**config.mk**
```make
export PLATFORM = sky130hd
export DESIGN_NAME = prio_irq_ctrl
export DESIGN_NICKNAME = d
export VERILOG_FILES = /design/src/rtl/prio_irq_pkg.sv /design/src/rtl/irq_latch_bank.sv /design/src/rtl/irq_arbiter.sv /design/src/rtl/irq_level_stack.sv /design/src/rtl/prio_irq_ctrl.sv
export SDC_FILE = /design/constraint.sdc
export NUM_CORES = 1
export LEC_CHECK = 0
export ABC_AREA = 1
export CAP_MARGIN = 20
export CORE_ASPECT_RATIO = 2
export CORE_MARGIN = 5
export CORE_UTILIZATION = 43
export CTS_BUF_LIST = sky130_fd_sc_hd__clkbuf_4
export DETAILED_ROUTE_END_ITERATION = 8
export PLACE_DENSITY = 0.87
export SKIP_CTS_REPAIR_TIMING = 1
export SYNTH_ARGS = -nofsm -noshare
export SYNTH_HDL_FRONTEND = slang
export SYNTH_SLANG_ARGS = --single-unit
```
**constraint.sdc**
```tcl
create_clock -name clk -period 11.3 [get_ports clk]
set_input_delay 2.26 -clock clk [delete_from_list [all_inputs] [get_ports clk]]
set_output_delay 2.26 -clock clk [all_outputs]
set_load 0.05 [all_outputs]
```
**src/rtl/prio_irq_pkg.sv**
```systemverilog
// Package: shared level type and reset constant for the priority-level
// interrupt controller. Assumes the 2-bit processor level encoding 0..3.
package prio_irq_pkg;
    typedef logic [1:0] lvl_t;
    localparam lvl_t LVL_RESET = 2'd3;
endpackage

```
**src/rtl/irq_latch_bank.sv**
```systemverilog
// Module: per-source request latches plus the pending register that the
// central logic samples at instruction boundaries. Assumes sources below
// NUM_EXT are external (cleared by acknowledge), the rest are cleared by
// software. A set in the same cycle as a clear leaves the latch set.
module irq_latch_bank #(
    parameter int NUM_SRC = 10,
    parameter int NUM_EXT = 2
) (
    input  logic               clk,
    input  logic               rst_n,
    input  logic [NUM_SRC-1:0] set_i,
    input  logic [NUM_SRC-1:0] sw_clr_i,
    input  logic [NUM_SRC-1:0] ack_i,
    input  logic               capture_i,
    output logic [NUM_SRC-1:0] pend_o
);
    logic [NUM_SRC-1:0] latch_q;
    logic [NUM_SRC-1:0] drop;

    for (genvar i = 0; i < NUM_SRC; i++) begin : g_src
        if (i < NUM_EXT) begin : g_ext
            assign drop[i] = ack_i[i];
        end else begin : g_int
            assign drop[i] = sw_clr_i[i];
        end
    end

    // Latch update: a set overrides a clear arriving in the same cycle.
    always_ff @(posedge clk) begin
        if (!rst_n) latch_q <= '0;
        else        latch_q <= set_i | (latch_q & ~drop);
    end

    // Pending capture at each boundary, dropping an external source being acknowledged.
    always_ff @(posedge clk) begin
        if (!rst_n)         pend_o <= '0;
        else if (capture_i) pend_o <= latch_q & ~(ack_i & drop);
    end
endmodule

```
**src/rtl/irq_arbiter.sv**
```systemverilog
// Module: combinational arbiter. Picks the highest-level captured request;
// equal levels go to the lowest index. Level 0 never wins.
module irq_arbiter
    import prio_irq_pkg::*;
#(
    parameter int NUM_SRC = 10,
    parameter int IDX_W   = 4
) (
    input  logic [NUM_SRC-1:0]   pend_i,
    input  logic [2*NUM_SRC-1:0] lvl_i,
    output logic                 valid_o,
    output logic [IDX_W-1:0]     idx_o,
    output lvl_t                 lvl_o
);
    // Scan from the last source down so a lower index overrides on a tie.
    always_comb begin
        valid_o = 1'b0;
        idx_o   = '0;
        lvl_o   = '0;
        for (int i = NUM_SRC - 1; i >= 0; i--) begin
            if (pend_i[i] && (lvl_i[2*i +: 2] != 2'd0) && (lvl_i[2*i +: 2] >= lvl_o)) begin
                valid_o = 1'b1;
                idx_o   = IDX_W'(i);
                lvl_o   = lvl_i[2*i +: 2];
            end
        end
    end
endmodule

```
**src/rtl/irq_level_stack.sv**
```systemverilog
// Module: processor level and its stack of saved levels. A pop restores
// entry 0 and keeps the deepest entry. A push saves the current level.
// A load writes the level only. Priority: pop, push, load.
module irq_level_stack
    import prio_irq_pkg::*;
#(
    parameter int DEPTH = 4
) (
    input  logic             clk,
    input  logic             rst_n,
    input  logic             pop_i,
    input  logic             push_i,
    input  lvl_t             push_lvl_i,
    input  logic             load_i,
    input  lvl_t             load_lvl_i,
    output lvl_t             cur_o,
    output logic [2*DEPTH-1:0] stack_o
);
    lvl_t stk_q [DEPTH];

    // Level register and stack update.
    always_ff @(posedge clk) begin
        if (!rst_n) begin
            cur_o <= LVL_RESET;
            for (int k = 0; k < DEPTH; k++) stk_q[k] <= LVL_RESET;
        end else if (pop_i) begin
            cur_o <= stk_q[0];
            for (int k = 0; k < DEPTH - 1; k++) stk_q[k] <= stk_q[k+1];
        end else if (push_i) begin
            cur_o    <= push_lvl_i;
            stk_q[0] <= cur_o;
            for (int k = 1; k < DEPTH; k++) stk_q[k] <= stk_q[k-1];
        end else if (load_i) begin
            cur_o <= load_lvl_i;
        end
    end

    for (genvar k = 0; k < DEPTH; k++) begin : g_flat
        assign stack_o[2*k +: 2] = stk_q[k];
    end
endmodule

```
**src/rtl/prio_irq_ctrl.sv**
```systemverilog
// Module: top of the priority-level interrupt controller. Ties together the
// latches, arbiter and level stack, decides the take at each boundary and
// registers the vector into the 16-byte-slot code table.
// Assumes NUM_SRC <= 2**IDX_W and that sources below NUM_EXT are external.
module prio_irq_ctrl
    import prio_irq_pkg::*;
#(
    parameter int NUM_SRC   = 10,
    parameter int NUM_EXT   = 2,
    parameter int DEPTH     = 4,
    parameter int BASE_W    = 8,
    parameter int SLOT_LOG2 = 4
) (
    input  logic                              clk,
    input  logic                              rst_n,
    input  logic [NUM_SRC-1:0]                req_set,
    input  logic [NUM_SRC-1:0]                req_clr,
    input  logic [2*NUM_SRC-1:0]              src_level,
    input  logic                              insn_done,
    input  logic                              reti,
    input  logic                              lvl_load,
    input  logic [1:0]                        lvl_value,
    input  logic [BASE_W-1:0]                 ext_base,
    input  logic [BASE_W-1:0]                 int_base,
    output logic                              irq_take,
    output logic [BASE_W+$clog2(NUM_SRC)+SLOT_LOG2-1:0] vec_addr,
    output logic [1:0]                        cur_level,
    output logic [2*DEPTH-1:0]                level_stack
);
    localparam int IDX_W = $clog2(NUM_SRC);

    logic [NUM_SRC-1:0] pend;
    logic [NUM_SRC-1:0] ack;
    logic               win_valid;
    logic [IDX_W-1:0]   win_idx;
    lvl_t               win_lvl;
    logic               take;

    // Take at a boundary that is not also a return, when the winner outranks the level.
    assign take = insn_done && !reti && win_valid && (win_lvl > cur_level);

    // One-hot acknowledge of the winning source.
    always_comb begin
        ack = '0;
        if (take) ack[win_idx] = 1'b1;
    end

    irq_latch_bank #(.NUM_SRC(NUM_SRC), .NUM_EXT(NUM_EXT)) u_latch (
        .clk(clk), .rst_n(rst_n), .set_i(req_set), .sw_clr_i(req_clr),
        .ack_i(ack), .capture_i(insn_done), .pend_o(pend)
    );

    irq_arbiter #(.NUM_SRC(NUM_SRC), .IDX_W(IDX_W)) u_arb (
        .pend_i(pend), .lvl_i(src_level),
        .valid_o(win_valid), .idx_o(win_idx), .lvl_o(win_lvl)
    );

    irq_level_stack #(.DEPTH(DEPTH)) u_stack (
        .clk(clk), .rst_n(rst_n), .pop_i(reti), .push_i(take),
        .push_lvl_i(win_lvl), .load_i(lvl_load), .load_lvl_i(lvl_value),
        .cur_o(cur_level), .stack_o(level_stack)
    );

    // Take pulse and vector register.
    always_ff @(posedge clk) begin
        if (!rst_n) begin
            irq_take <= 1'b0;
            vec_addr <= '0;
        end else begin
            irq_take <= take;
            if (take)
                vec_addr <= {(int'(win_idx) < NUM_EXT) ? ext_base : int_base,
                             win_idx, {SLOT_LOG2{1'b0}}};
        end
    end
endmodule

```
# After elaboration in Yosys (flattened, before gate mapping)
# Memory sizes are Yosys's and may differ from the RTL's.
# Index checks and enable logic that the tools add are counted.
[op_classes]
n_reduce_logical = 36
n_mux = 52
bitwise = 13
magnitude_cmp = 14
[ops]
columns = ["op", "n"]
rows = [
  ["two-way mux 2 bit", 20],
  ["two-way mux 4 bit", 10],
  ["AND 10 bit", 3],
  ["logical AND 1 bit", 24],
  ["inverter 10 bit", 2],
  ["nonzero test 2 bit", 10],
  ["two-way mux 1 bit", 19],
  [">= comparator 2 bit", 9],
  ["two-way mux 10 bit", 1],
  ["bitwise OR 10 bit", 1],
  ["two-way mux 8 bit", 1],
  ["bitwise OR 1 bit", 7],
  ["< comparator 4 x 5 -> 1 bit, second input constant", 1],
  ["demux 1 bit (select 4 bit)", 1],
  [">= comparator 4 x 1 -> 1 bit, second input constant", 1],
  ["< comparator 4 x 2 -> 1 bit, second input constant", 1],
  ["nonzero test 3 bit", 1],
  [">= comparator 2 x 1 -> 1 bit, second input constant", 1],
  ["> comparator 2 bit", 1],
  ["zero test 1 bit", 1],
]
[word_totals]
mem_bits_rw = 8
wordCells = 121
regBits = 35
n_memories = 1
output_inout_bits = 27
inputBits = 63
[memory_table]
columns = ["memory", "depth", "word_bits", "read_ports", "rd_ports_with_merged_regs", "write_ports", "line_no", "text"]
rows = [
  ["u_stack.stk_q", 4, 2, 4, 0, 4, "irq_level_stack.sv:19", "lvl_t stk_q [DEPTH];"],
]

# Longest topological paths before layout
# Gate-level depths: netlist of run 1.
[depth]
depth_word = 39
mapped_depth = 86
mapped_depth_nobuf = 86

# Cells and area by module
# Synthesis of run 1 repeated with hierarchy kept, for this count alone.
[unflattened]
cells_unflattened = 488
hier_area_um2 = 3094.2
[modules_own_cells]
columns = ["mod", "cells_per_inst", "instances", "area_per_inst_um2", "seq_area_each_um2"]
rows = [
  ["irq_arbiter", 157, 1, 884.6, 0.0],
  ["prio_irq_ctrl", 147, 1, 865.8, 260.2],
  ["irq_latch_bank", 124, 1, 830.8, 400.4],
  ["irq_level_stack", 60, 1, 513.0, 280.3],
]

# Worst setup path after synthesis of run 1
# Ideal clock, no wire load.
[synth_timing]
kind = "input-to-reg"
start = "input src_level[19]"
end = "memory u_stack.stk_q[2][0] (netlist name) (data pin)"
setup_time_ns = 0.257
setup_slack_ns = -0.412
arrival_ns = 11.455
n_path_buf = 1
stages = 76
t_required_ns = 11.043
path_cell_list = "o21ai_0 -> nor2_1 -> ha_1 -> nand2_1 -> nand3_1 -> nand2_2 -> inv_1 -> o21ai_0 -> inv_1 -> ha_1 -> o21ai_0 -> nand3_1 -> nand2_1 -> nand2_1 -> and2_1 -> ha_1 -> inv_1 -> nand2_1 -> [40 not listed] -> inv_2 -> nand2_1 -> and2_1 -> ha_1 -> o21a_1 -> o21ai_0 -> inv_1 -> o21ai_0 -> nor2_1 -> a21oi_1 -> ha_1 -> a2111oi_2 -> nand2_4 -> nor2_8 -> inv_2 -> buf_6 -> o21ai_1 -> nand2_1"
[synth_lines]
columns = ["item", "line_no", "text"]
rows = [
  ["start: declaration", "prio_irq_ctrl.sv:18", "input logic [2*NUM_SRC-1:0] src_level,"],
  ["end: declaration", "irq_level_stack.sv:19", ""],
]

==> impl_metrics.csv, run 1 <==
group,metric,value,unit
status,outcome,"finished clean",
layout,fin_nets,631,
setup_path,startpoint_type,"primary input",
clock_network,cts_buffers,5,
setup_path,crit_family,"simple AND/OR/NAND/NOR gates",
synth,ys_seq_area_frac,0.337,
setup_path,endpoint_kind,"register",
routing,wl_met2,5640,um
setup_path,r2r_setup_slack,1.71,ns
timing,hold_viol,0,
timing,max_clock_freq,0.0894,GHz
layout,area_delta_synth_final,68.8,%
timing,tightest_slew,0.646,ns
floorplan,row_count,41,
synth,ys.warnings.count,0,
clock_network,clock_latency,0.35,ns
routing,drc,0,
layout,fillCellCount,423,
routing,highest_layer,"met4",
global_route,grt_pass1_wl,13600,um
run,maxCapViolCount,0,
worst_hold_path,hold_path_class,"reg2reg",
setup_path,crit_fanout,5,
placement,place_area,0.00407,mm2
synth,synth_area,0.00279,mm2
timing,rsz0062_at_grt,"true",
synth,synth_seq_cells,43,
placement,portBuffers,83,
routing,avgRoutedWirePerCell,15.5,um
synth,yosys.area.top_type,"dfxtp_1",
routing,via_per_inst,5.29,
placement,gp_congestion,0.901,
routing,drt_iter0_markers,225,
routing,wirelength,9990,um
placement,place_inst,614,
pwr,finalPower,0.522,mW
clock_network,clk_root_buffer_cell,"clkbuf_4",
synth,synth_area_leaders,"dfxtp_1, nand2_1, edfxtp_1",
pwr,power_density,111,mW/mm2
layout,stdcell_area,0.00471,mm2
routing,dr_wl_met3,616,um
routing,vias,3401,
synth,synth-main-ff-cell,"dfxtp_1",
synth,avgSynthCellArea,6.88,um2
synth,synth_commonest_cells,"nand2_1, inv_1, dfxtp_1",
setup_path,worstPathArrival,11.31,ns
pwr,cellLeakagePower,2.19,nW
timing,finalSetupViolCount,0,
timing,fin_worst_skew,0.00999,ns
layout,drive_above_1_share,0.342,
synth,synthArstFlopShare,0,
setup_path,max_stage_delay,0.45,ns
synth,synth_edf_count,8,
global_route,grt-ovfl-total,0,
layout,layout.cells.non_filler,643,
clock_network,htree_levels,2,
routing,drt-met1-wl,3260,um
setup_path,crit_required,11.42,ns
synth,yosys.area.top_type_share,0.251,
clock_network,path_clk_slew,0.13,ns
synth,synth_cells,406,
setup_path,path_common_cell,"nand2_2",
clock_network,cts_tree,"yes",
floorplan,die_h,124,um
global_route,antenna_found_initial,1,
placement,dp_hpwl,6840,um
setup_path,crit_buf_inv,12,
global_route,grt_max_degree,20,
timing,max-slew-margin-rel,0.568,
timing,min_period,11.18,ns
setup_path,crit_type,"in2reg",
synth,yosysUniqueCellTypes,34,
routing,dr.pass1.iters,4,
timing,fin_crit_sh,0.990,
clock_network,clock_sinks,43,
floorplan,die_area,0.00830,mm2
synth,yosysMostFrequentCell,"nand2_1",
floorplan,start_util,0.442,
global_route,globalRouteTotalUtil,0.209,
floorplan,pin_count,90,
routing,ant_nets,0,
clock_network,cts.path.max_buffers,2,
setup_path,critPathSlowestCell,"a2111oi_4",
floorplan,die_w,67.0,um
pwr,vdd.ir_drop.worst,0.0941,mV
timing,slew_violations,0,
global_route,grt_pass1_vias,3358,
floorplan,core-area,0.00631,mm2
worst paths after layout:
| path | startpoint | endpoint | depth (start not counted) |
|---|---|---|---|
| hold reg to reg | vec_addr[13] | vec_addr[13] | 2 |
| hold / removal | vec_addr[13] | vec_addr[13] | 2 |
| setup reg to reg | u_latch.pend_o[9] | u_stack.stk_q[2][0] | 75 |
| setup / recovery | src_level[18] | u_stack.stk_q[2][0] | 76 |
layer usage:
metal  vias to the layer above  GRT usage
met5                         -          0
li1                       1606          -
met2                       148      0.402
met1                      1610      0.183
met3                        37     0.0551
met4                         0      0.127
cell families after synthesis:
| group | Yosys count | share of synthesized area |
|---|---|---|
| other cells | 1 | 0.00134 |
| flops | 43 | 0.337 |
| compound gates | 71 | 0.159 |
| buf+inv | 77 | 0.116 |
| fa+ha+maj | 13 | 0.0583 |
| simple gates | 201 | 0.328 |
worst min-delay path, stage by stage (launching register included):
cell	delay (ns)
dfxtp_1	0.33
nand2_1	0.06
nand2_1	0.04
final cells by class:
| type | instances | area [um2] | area share |
|---|---|---|---|
| inverters | 66 | 260 | 0.0552 |
| repair buffers | 149 | 1400 | 0.297 |
| clock inverters | 2 | 37.5 | 0.00796 |
| flip-flops and latches | 43 | 941 | 0.200 |
| well taps | 86 | 108 | 0.0228 |
| multi-input cells | 289 | 1910 | 0.406 |
| diodes | 1 | 2.50 | 0.000531 |
| clock buffers | 6 | 45.0 | 0.00956 |
| repair inverters | 1 | 6.26 | 0.00133 |
registers in the layout, indices dropped and copies added (netlist names):
signal / cells
u_stack.stk_q: 8
u_stack.cur_o: 2
vec_addr: 12
irq_take: 1
u_latch.pend_o: 10
u_latch.latch_q: 10
cell usage in the layout, fill, tap and decap left out, types with 4 or more instances in the layout:
cell and n:
nand3_2 17, clkdlybuf4s50_1 79, nand3_1 19, nor2_2 8, inv_1 51, o21ai_1 7, nor2_1 21, edfxtp_1 8
inv_2 11, o21ai_2 5, o21ai_0 14, conb_1 4, a21oi_1 25, and2_4 4, dfxtp_1 35, buf_4 59
nand2_2 30, nand2_4 4, clkbuf_4 6, buf_6 4, ha_4 11, o211ai_2 8, nand2_1 89
power breakdown:
| group | internal [mW] | total (mW) | switching [mW] | leakage, nW |
|---|---|---|---|---|
| registers | 0.166 | 0.174 | 0.00769 | 0.351 |
| clock network | 0.0491 | 0.100 | 0.0513 | 0.0419 |
| logic | 0.113 | 0.248 | 0.134 | 1.79 |
per-stage QoR:
| stage | utilization | hold slack [ns] | TNS [ns] | worst slack, ns |
|---|---|---|---|---|
| CTS | 0.659 | 0.468 | -24.79 | -0.634 |
| finish | 0.747 | 0.462 | 0 | 0.117 |
| global placement | 0.646 | 0.439 | -22.33 | -0.570 |
| global route | 0.747 | 0.492 | -13.89 | -0.431 |
| detailed placement | 0.646 | 0.442 | -39.99 | -0.995 |
| floorplan | - | 0.436 | 0 | 0.0112 |
(Power assumes the default switching activity.)
==> run 2, diff against run 1 <==
- CAP_MARGIN: 20 -> 25
- CTS_CLUSTER_SIZE: default -> 28
==> results of run 2 <==
Same layout as run 1: the final DEF is identical, and so are final timing and power.
==> run 3, diff against run 2 <==
- PLACE_DENSITY: 0.87 -> default
- PLACE_DENSITY_LB_ADDON: default -> 0.08
==> run 3 against run 2 <==
Utilization down 2.4 points. Maximum frequency up 1.0%. Via count down 7.5%. Sequential cell count unchanged. Worst setup slack better by 0.11 ns. Non-clock buffer count down 7. Global-route usage down 1.7 points. Sequential power about the same. First-iteration DRC count down 52%. Clock power down 23%. Hold slack worse by 0.0031 ns. Combinational power down 6%.
==> impl_metrics.csv, run 3 (synthesis results as in run 1) <==
group,metric,value,unit
status,outcome,"finished clean",
timing,max_clock_freq,0.0903,GHz
clock_network,cts_tree,"yes",
pwr,cellLeakagePower,2.16,nW
worst_hold_path,hold_path_class,"reg2reg",
setup_path,endpoint_kind,"register",
timing,slew_violations,0,
clock_network,clock_latency,0.36,ns
setup_path,crit_fanout,5,
pwr,switching_share,0.374,
setup_path,crit_buf_inv,11,
floorplan,die_h,124,um
layout,fillCellCount,562,
clock_network,cts.path.max_buffers,2,
placement,dp_hpwl,6320,um
routing,drt_iter0_markers,109,
placement,portBuffers,83,
floorplan,die_area,0.00830,mm2
timing,fin_worst_skew,0.0147,ns
routing,via_per_inst,4.96,
placement,gp_congestion,0.850,
clock_network,htree_levels,2,
pwr,power.share.combinational,0.482,
timing,max-slew-margin-rel,0.493,
timing,setup_ws,0.229,ns
routing,drc,0,
floorplan,row_count,41,
global_route,grt-ovfl-total,0,
routing,dr.pass1.iters,4,
clock_network,cts_buffers,5,
setup_path,critPathSlowestCell,"a2111oi_4",
setup_path,crit_required,11.37,ns
routing,avgRoutedWirePerCell,13.5,um
setup_path,crit_family,"simple AND/OR/NAND/NOR gates",
setup_path,r2r_start,"u_latch.pend_o[9]",
timing,finalSetupViolCount,0,
layout,final_common_cell,"nand2_1",
layout,fin_nets,623,
global_route,grt_max_degree,20,
layout,area_delta_synth_final,63.4,%
routing,wirelength,8540,um
setup_path,crit_start,"src_level[18]",
global_route,globalRouteTotalUtil,0.192,
timing,tightest_slew,0.758,ns
layout,regMostFlops,"vec_addr",
layout,largest_reg_flops,12,
floorplan,core-area,0.00631,mm2
timing,fin_crit_sh,0.980,
clock_network,clock_sinks,43,
pwr,p_int,0.302,mW
setup_path,crit_type,"in2reg",
setup_path,max_stage_delay,0.40,ns
layout,post-route-util,0.723,
setup_path,path_common_cell,"nand2_2",
floorplan,die_w,67.0,um
pwr,switchingPower,0.180,mW
clock_network,clk_root_buffer_cell,"clkbuf_4",
timing,fin_tns_setup,0,ns
run,maxCapViolCount,0,
floorplan,start_util,0.442,
routing,vias,3146,
worst_hold_path,hold_start,"vec_addr[10]",
layout,diodes,0,
layout,final_cell_mix,"nand2_1, clkdlybuf4s50_1, inv_1, buf_4, dfxtp_1",
global_route,antenna_found_initial,0,
timing,holdWs,0.459,ns
setup_path,worstPathArrival,11.14,ns
setup_path,startpoint_type,"primary input",
global_route,grt_pass1_wl,12300,um
clock_network,path_clk_slew,0.12,ns
timing,min_period,11.07,ns
placement,dp_slack,-1.02,ns
pwr,power_frac_clock,0.160,
timing,hold_viol,0,
floorplan,pin_count,90,
layout,drive_above_1_share,0.318,
pwr,pwr-share-seq,0.358,
layout,reg_top3,"vec_addr (12), u_latch.latch_q (10), u_latch.pend_o (10)",
routing,ant_nets,0,
placement,place_area,0.00405,mm2
pwr,vdd.ir_drop.worst,0.0820,mV
layout,stdcell_area,0.00456,mm2
global_route,grt_pass1_vias,3080,
pwr,power_density,106,mW/mm2
run 3: cell type report:
type / instances / area, um2 / share of cell area
clock buffers: 7 / 52.6 / 0.0115
flip-flops and latches: 43 / 941 / 0.206
well taps: 86 / 108 / 0.0236
clock inverters: 1 / 5.00 / 0.00110
repair buffers: 142 / 1320 / 0.289
inverters: 66 / 265 / 0.0581
multi-input cells: 289 / 1870 / 0.410
run 3: tightest hold or removal path, delay by kind of cell (launching register included):
family           cells  cell delay (ns)
flip-flops           1             0.33
AND/OR/NAND/NOR      2             0.10
run 3: per-layer routing:
metal | global-route usage | part of all wire | up-vias
li1 | - | - | 1586
met1 | 0.166 | 0.34 | 1457
met2 | 0.396 | 0.58 | 78
met3 | 0.0487 | 0.051 | 25
met4 | 0.0712 | 0.031 | 0
met5 | 0 | 0 | -
run 3: power by group through the flow:
stage / Sequential (mW) / Clock, mW / Combinational (mW)
floorplan: 0.190 / 0 / 0.101
global route: 0.174 / 0.0859 / 0.254
CTS: 0.172 / 0.0793 / 0.192
global placement: 0.175 / 0 / 0.187
detailed placement: 0.176 / 0 / 0.191
finish: 0.173 / 0.0771 / 0.233
run 3: per-stage QoR:
stage	instances	total power, mW
2_1_floorplan	409	0.291
3_3_place_gp	609	0.362
3_5_place_dp	609	0.367
4_1_cts	617	0.444
5_1_grt	634	0.514
6_report	634	0.483
run 3: final timing paths:
kind | to | slack (ns) | cells after the start
max | u_stack.stk_q[0][1] | 0.23 | 75
min | vec_addr[10] | 0.46 | 2
max reg2reg | u_stack.stk_q[0][1] | 1.91 | 74
min reg2reg | vec_addr[10] | 0.46 | 2
